--- src/rtl/spi_regfe_pkg.sv ---
package spi_regfe_pkg;

    localparam int DATA_W = 8;
    localparam int ADDR_W = 7;
    localparam int HDR_W  = 1 + ADDR_W;
    localparam int WORD_W = HDR_W + DATA_W;
    localparam int CNT_W  = $clog2(WORD_W);
    localparam int DBIT_W = $clog2(DATA_W);
    localparam int LVL_W  = 8;

    typedef struct packed {
        logic              wr;
        logic [ADDR_W-1:0] addr;
    } hdr_t;

    typedef enum logic [2:0] {
        ACC_REG_RD,
        ACC_REG_WR,
        ACC_POP,
        ACC_PUSH,
        ACC_LEVEL,
        ACC_REV,
        ACC_DROP
    } acc_e;

    function automatic acc_e classify(hdr_t h,
                                      logic [ADDR_W-1:0] port_a,
                                      logic [ADDR_W-1:0] lvl_a,
                                      logic [ADDR_W-1:0] rev_a);
        acc_e k;
        if (h.wr) begin
            if (h.addr == port_a)                          k = ACC_PUSH;
            else if (h.addr == lvl_a || h.addr == rev_a)   k = ACC_DROP;
            else                                           k = ACC_REG_WR;
        end else begin
            if (h.addr == port_a)      k = ACC_POP;
            else if (h.addr == lvl_a)  k = ACC_LEVEL;
            else if (h.addr == rev_a)  k = ACC_REV;
            else                       k = ACC_REG_RD;
        end
        return k;
    endfunction

endpackage

--- src/rtl/spi_regfe_sync.sv ---
module spi_regfe_sync #(
    parameter int           W       = 3,
    parameter int           STAGES  = 2,
    parameter logic [W-1:0] RST_VAL = '0
) (
    input  logic         clk,
    input  logic         rst,
    input  logic [W-1:0] d,
    output logic [W-1:0] q
);
    logic [W-1:0] stage_q [STAGES];

    always_ff @(posedge clk) begin
        if (rst) begin
            for (int i = 0; i < STAGES; i++) stage_q[i] <= RST_VAL;
        end else begin
            stage_q[0] <= d;
            for (int i = 1; i < STAGES; i++) stage_q[i] <= stage_q[i-1];
        end
    end

    assign q = stage_q[STAGES-1];
endmodule

--- src/rtl/spi_regfe_shift.sv ---
module spi_regfe_shift
    import spi_regfe_pkg::*;
(
    input  logic              clk,
    input  logic              rst,
    input  logic              sclk_s,
    input  logic              cs_n_s,
    input  logic              mosi_s,
    input  logic [DATA_W-1:0] rd_byte,
    output logic              hdr_valid,
    output hdr_t              hdr,
    output logic              word_done,
    output logic [DATA_W-1:0] word_data,
    output logic              miso
);
    localparam logic [CNT_W-1:0] LAST_BIT = CNT_W'(WORD_W - 1);
    localparam logic [CNT_W-1:0] HDR_LAST = CNT_W'(HDR_W - 1);
    localparam logic [CNT_W-1:0] HDR_CNT  = CNT_W'(HDR_W);

    logic              sclk_d;
    logic [CNT_W-1:0]  cnt;
    logic [WORD_W-2:0] shreg;
    logic              rise, fall;
    logic [CNT_W-1:0]  out_idx;

    assign rise    = !cs_n_s &&  sclk_s && !sclk_d;
    assign fall    = !cs_n_s && !sclk_s &&  sclk_d;
    assign out_idx = LAST_BIT - cnt;

    always_ff @(posedge clk) begin
        if (rst) begin
            sclk_d    <= 1'b0;
            cnt       <= '0;
            shreg     <= '0;
            hdr       <= '0;
            hdr_valid <= 1'b0;
            word_done <= 1'b0;
            word_data <= '0;
            miso      <= 1'b0;
        end else begin
            sclk_d    <= sclk_s;
            hdr_valid <= 1'b0;
            word_done <= 1'b0;
            if (cs_n_s) begin
                cnt  <= '0;
                miso <= 1'b0;
            end else begin
                if (rise) begin
                    shreg <= {shreg[WORD_W-3:0], mosi_s};
                    cnt   <= (cnt == LAST_BIT) ? '0 : cnt + 1'b1;
                    if (cnt == HDR_LAST) begin
                        hdr       <= hdr_t'({shreg[HDR_W-2:0], mosi_s});
                        hdr_valid <= 1'b1;
                    end
                    if (cnt == LAST_BIT) begin
                        word_data <= {shreg[DATA_W-2:0], mosi_s};
                        word_done <= 1'b1;
                    end
                end
                if (fall) begin
                    miso <= (cnt >= HDR_CNT) ? rd_byte[out_idx[DBIT_W-1:0]] : 1'b0;
                end
            end
        end
    end

    // chip select high leaves the slot empty and idle
    a_r12_cs_clears: assert property (@(posedge clk) disable iff (rst)
        cs_n_s |=> (cnt == '0 && !miso && !word_done));

endmodule

--- src/rtl/spi_regfe_exec.sv ---
module spi_regfe_exec
    import spi_regfe_pkg::*;
#(
    parameter logic [ADDR_W-1:0] PORT_ADDR = 7'h00,
    parameter logic [ADDR_W-1:0] LVL_ADDR  = 7'h12,
    parameter logic [ADDR_W-1:0] REV_ADDR  = 7'h1F,
    parameter logic [DATA_W-1:0] REV_VALUE = 8'hA5
) (
    input  logic              clk,
    input  logic              rst,
    input  logic              hdr_valid,
    input  hdr_t              hdr,
    input  logic              word_done,
    input  logic [DATA_W-1:0] word_data,
    input  logic [DATA_W-1:0] reg_rdata,
    input  logic [DATA_W-1:0] rxq_data,
    input  logic [LVL_W-1:0]  rxq_level,
    output logic [DATA_W-1:0] rd_byte,
    output logic [ADDR_W-1:0] reg_addr,
    output logic [DATA_W-1:0] reg_wdata,
    output logic              reg_wr,
    output logic              reg_rd,
    output logic              rxq_pop,
    output logic              txq_push,
    output logic [DATA_W-1:0] txq_data
);
    acc_e kind;
    logic cap_pend;
    logic rx_nonempty;

    assign kind        = classify(hdr, PORT_ADDR, LVL_ADDR, REV_ADDR);
    assign reg_addr    = hdr.addr;
    assign rx_nonempty = (rxq_level != '0);

    always_ff @(posedge clk) begin
        if (rst) begin
            cap_pend  <= 1'b0;
            rd_byte   <= '0;
            reg_wdata <= '0;
            reg_wr    <= 1'b0;
            reg_rd    <= 1'b0;
            rxq_pop   <= 1'b0;
            txq_push  <= 1'b0;
            txq_data  <= '0;
        end else begin
            cap_pend <= hdr_valid;
            reg_wr   <= 1'b0;
            reg_rd   <= 1'b0;
            rxq_pop  <= 1'b0;
            txq_push <= 1'b0;
            if (cap_pend) begin
                case (kind)
                    ACC_POP:    rd_byte <= rx_nonempty ? rxq_data : '0;
                    ACC_LEVEL:  rd_byte <= DATA_W'(rxq_level);
                    ACC_REV:    rd_byte <= REV_VALUE;
                    ACC_REG_RD: rd_byte <= reg_rdata;
                    default:    rd_byte <= '0;
                endcase
            end
            if (word_done) begin
                case (kind)
                    ACC_REG_WR: begin
                        reg_wr    <= 1'b1;
                        reg_wdata <= word_data;
                    end
                    ACC_REG_RD: reg_rd <= 1'b1;
                    ACC_PUSH: begin
                        txq_push <= 1'b1;
                        txq_data <= word_data;
                    end
                    ACC_POP:    rxq_pop <= rx_nonempty;
                    default:    ;
                endcase
            end
        end
    end

    // at most one strobe per word
    a_r13_one_strobe: assert property (@(posedge clk) disable iff (rst)
        $onehot0({reg_wr, reg_rd, rxq_pop, txq_push}));

    // strobes only follow a completed word
    a_r13_strobe_after_word: assert property (@(posedge clk) disable iff (rst)
        (reg_wr || reg_rd || rxq_pop || txq_push) |-> $past(word_done));

    // never pop an empty receive queue
    a_r8_pop_nonempty: assert property (@(posedge clk) disable iff (rst)
        rxq_pop |-> ($past(rxq_level) != '0));

    // read-only addresses never reach the register file as writes
    a_r10_ro_no_write: assert property (@(posedge clk) disable iff (rst)
        reg_wr |-> (reg_addr != LVL_ADDR && reg_addr != REV_ADDR));

endmodule

--- src/rtl/spi_regfe.sv ---
module spi_regfe
    import spi_regfe_pkg::*;
#(
    parameter int                SYNC_STAGES = 2,
    parameter logic [ADDR_W-1:0] PORT_ADDR   = 7'h00,
    parameter logic [ADDR_W-1:0] LVL_ADDR    = 7'h12,
    parameter logic [ADDR_W-1:0] REV_ADDR    = 7'h1F,
    parameter logic [DATA_W-1:0] REV_VALUE   = 8'hA5
) (
    input  logic              clk,
    input  logic              rst,
    input  logic              spi_sclk,
    input  logic              spi_cs_n,
    input  logic              spi_mosi,
    output logic              spi_miso,
    output logic [ADDR_W-1:0] reg_addr,
    output logic [DATA_W-1:0] reg_wdata,
    output logic              reg_wr,
    output logic              reg_rd,
    input  logic [DATA_W-1:0] reg_rdata,
    output logic              txq_push,
    output logic [DATA_W-1:0] txq_data,
    output logic              rxq_pop,
    input  logic [DATA_W-1:0] rxq_data,
    input  logic [LVL_W-1:0]  rxq_level
);
    logic [2:0]        pins_s;
    logic              hdr_valid, word_done;
    hdr_t              hdr;
    logic [DATA_W-1:0] word_data, rd_byte;

    spi_regfe_sync #(.W(3), .STAGES(SYNC_STAGES), .RST_VAL(3'b010)) u_sync (
        .clk (clk),
        .rst (rst),
        .d   ({spi_sclk, spi_cs_n, spi_mosi}),
        .q   (pins_s)
    );

    spi_regfe_shift u_shift (
        .clk       (clk),
        .rst       (rst),
        .sclk_s    (pins_s[2]),
        .cs_n_s    (pins_s[1]),
        .mosi_s    (pins_s[0]),
        .rd_byte   (rd_byte),
        .hdr_valid (hdr_valid),
        .hdr       (hdr),
        .word_done (word_done),
        .word_data (word_data),
        .miso      (spi_miso)
    );

    spi_regfe_exec #(
        .PORT_ADDR (PORT_ADDR),
        .LVL_ADDR  (LVL_ADDR),
        .REV_ADDR  (REV_ADDR),
        .REV_VALUE (REV_VALUE)
    ) u_exec (
        .clk       (clk),
        .rst       (rst),
        .hdr_valid (hdr_valid),
        .hdr       (hdr),
        .word_done (word_done),
        .word_data (word_data),
        .reg_rdata (reg_rdata),
        .rxq_data  (rxq_data),
        .rxq_level (rxq_level),
        .rd_byte   (rd_byte),
        .reg_addr  (reg_addr),
        .reg_wdata (reg_wdata),
        .reg_wr    (reg_wr),
        .reg_rd    (reg_rd),
        .rxq_pop   (rxq_pop),
        .txq_push  (txq_push),
        .txq_data  (txq_data)
    );
endmodule

--- config.mk ---
export PLATFORM = sky130hd
export DESIGN_NAME = spi_regfe
export DESIGN_NICKNAME = d
export VERILOG_FILES = /design/src/rtl/spi_regfe_pkg.sv /design/src/rtl/spi_regfe_sync.sv /design/src/rtl/spi_regfe_shift.sv /design/src/rtl/spi_regfe_exec.sv /design/src/rtl/spi_regfe.sv
export SDC_FILE = /design/constraint.sdc
export NUM_CORES = 1
export LEC_CHECK = 0
export BUFFER_PORTS_ARGS = -buffer_cell sky130_fd_sc_hd__buf_2
export CAP_MARGIN = 10
export CORE_MARGIN = 4
export CORE_UTILIZATION = 40
export CTS_CLUSTER_DIAMETER = 50
export DETAILED_ROUTE_END_ITERATION = 7
export SLEW_MARGIN = 20
export SYNTH_ARGS = -nofsm -noshare
export SYNTH_HDL_FRONTEND = slang
export SYNTH_SLANG_ARGS = --single-unit
--- constraint.sdc ---
create_clock -name clk -period 5.2 [get_ports clk]
set_input_delay 0.78 -clock clk [delete_from_list [all_inputs] [get_ports clk]]
set_output_delay 0.78 -clock clk [all_outputs]
set_load 0.01 [all_outputs]
==> results.sh <==
export IMPL_grtUsageMet2_pct=23.5
export IMPL_internal_power_mw=0.753
export IMPL_antenna_found_initial=0
export IMPL_ir_drop_uv=211
export IMPL_synthArstFlopShare_pct=0
export IMPL_synth_nets=313
export IMPL_worst_r2r_setup_slack_ns=2.67
export IMPL_synth_avg_cell_area_um2=9.62
export IMPL_fin_nets=358
export IMPL_placed_area_um2=2980
export IMPL_syn_to_final_growth_pct=16.5
export IMPL_routed_via_density=5.26
export IMPL_clk_latency_ns=0.34
export IMPL_synth_edff_count=0
export IMPL_synth_top_area_share_pct=48.6
export IMPL_ios=57
export IMPL_diodes=0
export IMPL_coreArea_um2=6490
export IMPL_ctsHoldBuffers=0
export IMPL_post_route_period_util_pct=48.7
export IMPL_slew_headroom_pct=29.2
export IMPL_drt_total_wl_mm=6.08
export IMPL_rsz0062_at_grt="no"
export IMPL_setup_viol=0
export IMPL_min_period_ns=2.53
export IMPL_die_x_um=90.5
export IMPL_finalPower_mw=0.950
export IMPL_power_frac_clock_pct=43.3
export IMPL_worstHoldStart="u_shift.hdr_valid$_SDFF_PP0_"
export IMPL_final_cell_area_um2=3170
export IMPL_fmax_mhz=395
export IMPL_endpoint_kind="flip-flop"
export IMPL_r2r_cells=4
export IMPL_htree_num_levels=3
export IMPL_dp_hpwl_mm=4.17
export IMPL_cts_buffers=9
export IMPL_r2r_start="u_sync.stage_q[0][5]$_SDFF_PP0_"
export IMPL_drcViolationCount=0
export IMPL_yosys_top_cells_area="dfxtp_1 49%, mux2i_1 11%, nor2_1 4.3%, a21oi_1 3.7%, nand2b_1 3.7%"
export IMPL_cts_clk_slew_worst_paths_ns=0.07
export IMPL_ys_ff_latch=66
export IMPL_critical_path_class="reg2reg"
export IMPL_drive_gt1_share_pct=24.1
export IMPL_synthCells=283
export IMPL_finalSetupTns_ns=0
export IMPL_path_max_fanout=13
export IMPL_combPwrFrac_pct=3.0
export IMPL_antenna_left=0
export IMPL_cts_resized=0
export IMPL_drt_pre_antenna_iters=4
export IMPL_required_ns=5.39
export IMPL_cp_arrival_ns=2.72
export IMPL_grt_pass1_vias=2012
export IMPL_syn_area_um2=2720
export IMPL_fp_dieH_um=90.5
export IMPL_worstMarginPinSlew_ns=1.06
export IMPL_cts_tree="built"
export IMPL_gr_usage_all_layers_pct=15.2
export IMPL_hold_viol=0
export IMPL_synth_flop_cell="dfxtp_1"
export IMPL_min_path_type="reg2reg"
export IMPL_seq_power_share_pct=53.6
export IMPL_cts_root_buffer="clkbuf_8"
export IMPL_post_drt_wl_per_cell_um=14.9
export IMPL_power_leakage_nw=1.35
export IMPL_ys_seq_area_share_pct=48.6
export IMPL_grt_max_degree=63
export IMPL_skew_ns=0.00973
export IMPL_powerDensity_nw_per_um2=300
export IMPL_drt_iter0_markers=150
export IMPL_ctsLongestPathBuffers=2
export IMPL_postCtsSetupRepairBufs=0
export IMPL_min_to="u_exec.cap_pend$_SDFF_PP0_"
export IMPL_finish_utilization_pct=48.8
export IMPL_start_util_pct=41.9
export IMPL_synth_cell_types=41
export IMPL_grt_pass1_wl_mm=10.1
export IMPL_clock_sinks=66
export IMPL_use_met1_pct=18.8
export IMPL_p_sw_share_pct=20.7
export IMPL_synth_top_cell_by_area="dfxtp_1"
export IMPL_run_status="finished clean"
export IMPL_portBuffers=56
export IMPL_globalRoute_busiestLayer="met2"
export IMPL_maxCapViolCount=0
export IMPL_grt_overflow_total=0
export IMPL_rows=29
export IMPL_report_final_slew_viol_count=0
export IMPL_vias=2151
export IMPL_use_met3_pct=6.00
export IMPL_cp_start_kind="flip-flop"
export IMPL_r2r_end="u_shift.hdr[0]$_SDFFE_PP0P_"
export IMPL_die_area_um2=8190
export IMPL_ys_warn_count=0
export IMPL_switchingPower_mw=0.197
export IMPL_min_path_cells=1
export IMPL_gp_congestion=0.848
==> stage by stage <==
step	instances	hold slack [ns]	worst slack [ns]
after global routing	409	0.453	2.46
after detailed placement	394	0.417	2.75
after global placement	394	0.414	2.83
after CTS	409	0.441	2.71
final	409	0.435	2.67
after floorplan	283	0.389	3.22
==> cells by family (layout without fill, tap and decap cells) <==
group	Yosys count	count (layout)	synth area share, %
AO/OA/AOI/OAI	49	49	12.3
XOR/XNOR	3	3	0.966
adder cells (fa/ha/maj)	1	1	0.460
buffers and inverters	24	73	4.64
flip-flops	66	66	48.6
multiplexers	34	34	13.5
AND/OR/NAND/NOR	106	106	19.6
==> final cells by class <==
type	count	area, um^2
clock buffer	12	145
clock inverter	3	40.0
fill	642	3330
inverter	2	7.51
multi-input combinational	193	1280
sequential	66	1320
tap	77	96.3
timing repair buffer	56	280
==> synth_stat cells (3+ instances only) <==
cell type and n:
nor2_1 31, nand3_1 9, a222oi_1 8, or2_2 3, mux2i_1 31, dfxtp_1 66
a21oi_1 20, buf_4 7, a21o_1 4, clkbuf_1 11, nor2b_1 7, nor4_1 3
nand2_1 21, or3_1 3, nor3_1 3, nand2b_1 16, o21ai_0 10
==> placed cells by master (no fill, tap or decap), types with 2 or more instances in the layout <==
cell,count
or3_1,3
a21oi_1,20
a222oi_1,8
o21ai_0,10
nand2b_1,16
buf_2,56
nand4b_1,2
clkinv_2,2
a31oi_1,2
nor2_1,31
nor4_1,3
nor2b_1,7
mux4_2,2
inv_1,2
dfxtp_1,66
clkbuf_1,2
a21o_1,4
nor3_1,3
clkbuf_8,10
mux2i_1,31
nand2_1,21
or2_2,3
xnor2_1,2
nand3_1,9
==> routing by layer <==
layer	up-vias	wire length [um]
li1	1083	-
met1	998	2810
met2	60	2810
met3	10	352
met4	0	104
met5	-	0
==> worst max-delay path by stage <==
stage	from	to	cells past startpoint	slack (ns)
2_1_floorplan	rxq_level[7]	u_exec.rd_byte[1]$_SDFFE_PP0P_	4	3.22
3_3_place_gp	u_sync.stage_q[0][5]$_SDFF_PP0_	u_shift.hdr[5]$_SDFFE_PP0P_	4	2.83
3_5_place_dp	u_sync.stage_q[0][5]$_SDFF_PP0_	u_shift.hdr[7]$_SDFFE_PP0P_	4	2.75
4_1_cts	u_sync.stage_q[0][5]$_SDFF_PP0_	u_shift.hdr[4]$_SDFFE_PP0P_	4	2.71
5_1_grt	u_sync.stage_q[0][5]$_SDFF_PP0_	u_shift.hdr[6]$_SDFFE_PP0P_	4	2.46
6_report	u_sync.stage_q[0][5]$_SDFF_PP0_	u_shift.hdr[0]$_SDFFE_PP0P_	4	2.67
==> power groups by stage <==
stage	logic [mW]	registers [mW]	clock network, mW
after global routing	0.0318	0.509	0.448
after global placement	0.0290	0.520	0
after detailed placement	0.0289	0.520	0
after floorplan	0.0149	0.520	0
after CTS	0.0290	0.509	0.423
final	0.0289	0.509	0.412
==> critical path: stages (launching register included) <==
cell and delay (ns):
dfxtp_1 0.39, nor3b_2 0.88, nand4b_1 0.72, mux2i_1 0.33
nor2_1 0.06
==> registers in the layout, indices dropped and copies added (netlist names) <==
name	cells
u_exec.txq_data	8
u_exec.reg_wdata	8
u_shift.sclk_d	1
u_shift.hdr_valid	1
u_shift.miso	1
u_exec.reg_rd	1
u_exec.rxq_pop	1
u_shift.word_data	8
u_exec.reg_wr	1
u_sync.stage_q	6
u_shift.cnt	4
u_shift.word_done	1
u_exec.cap_pend	1
u_shift.hdr	8
u_exec.txq_push	1
u_shift.shreg	7
u_exec.rd_byte	8
No activity file was read; power rests on OpenSTA's default activity.
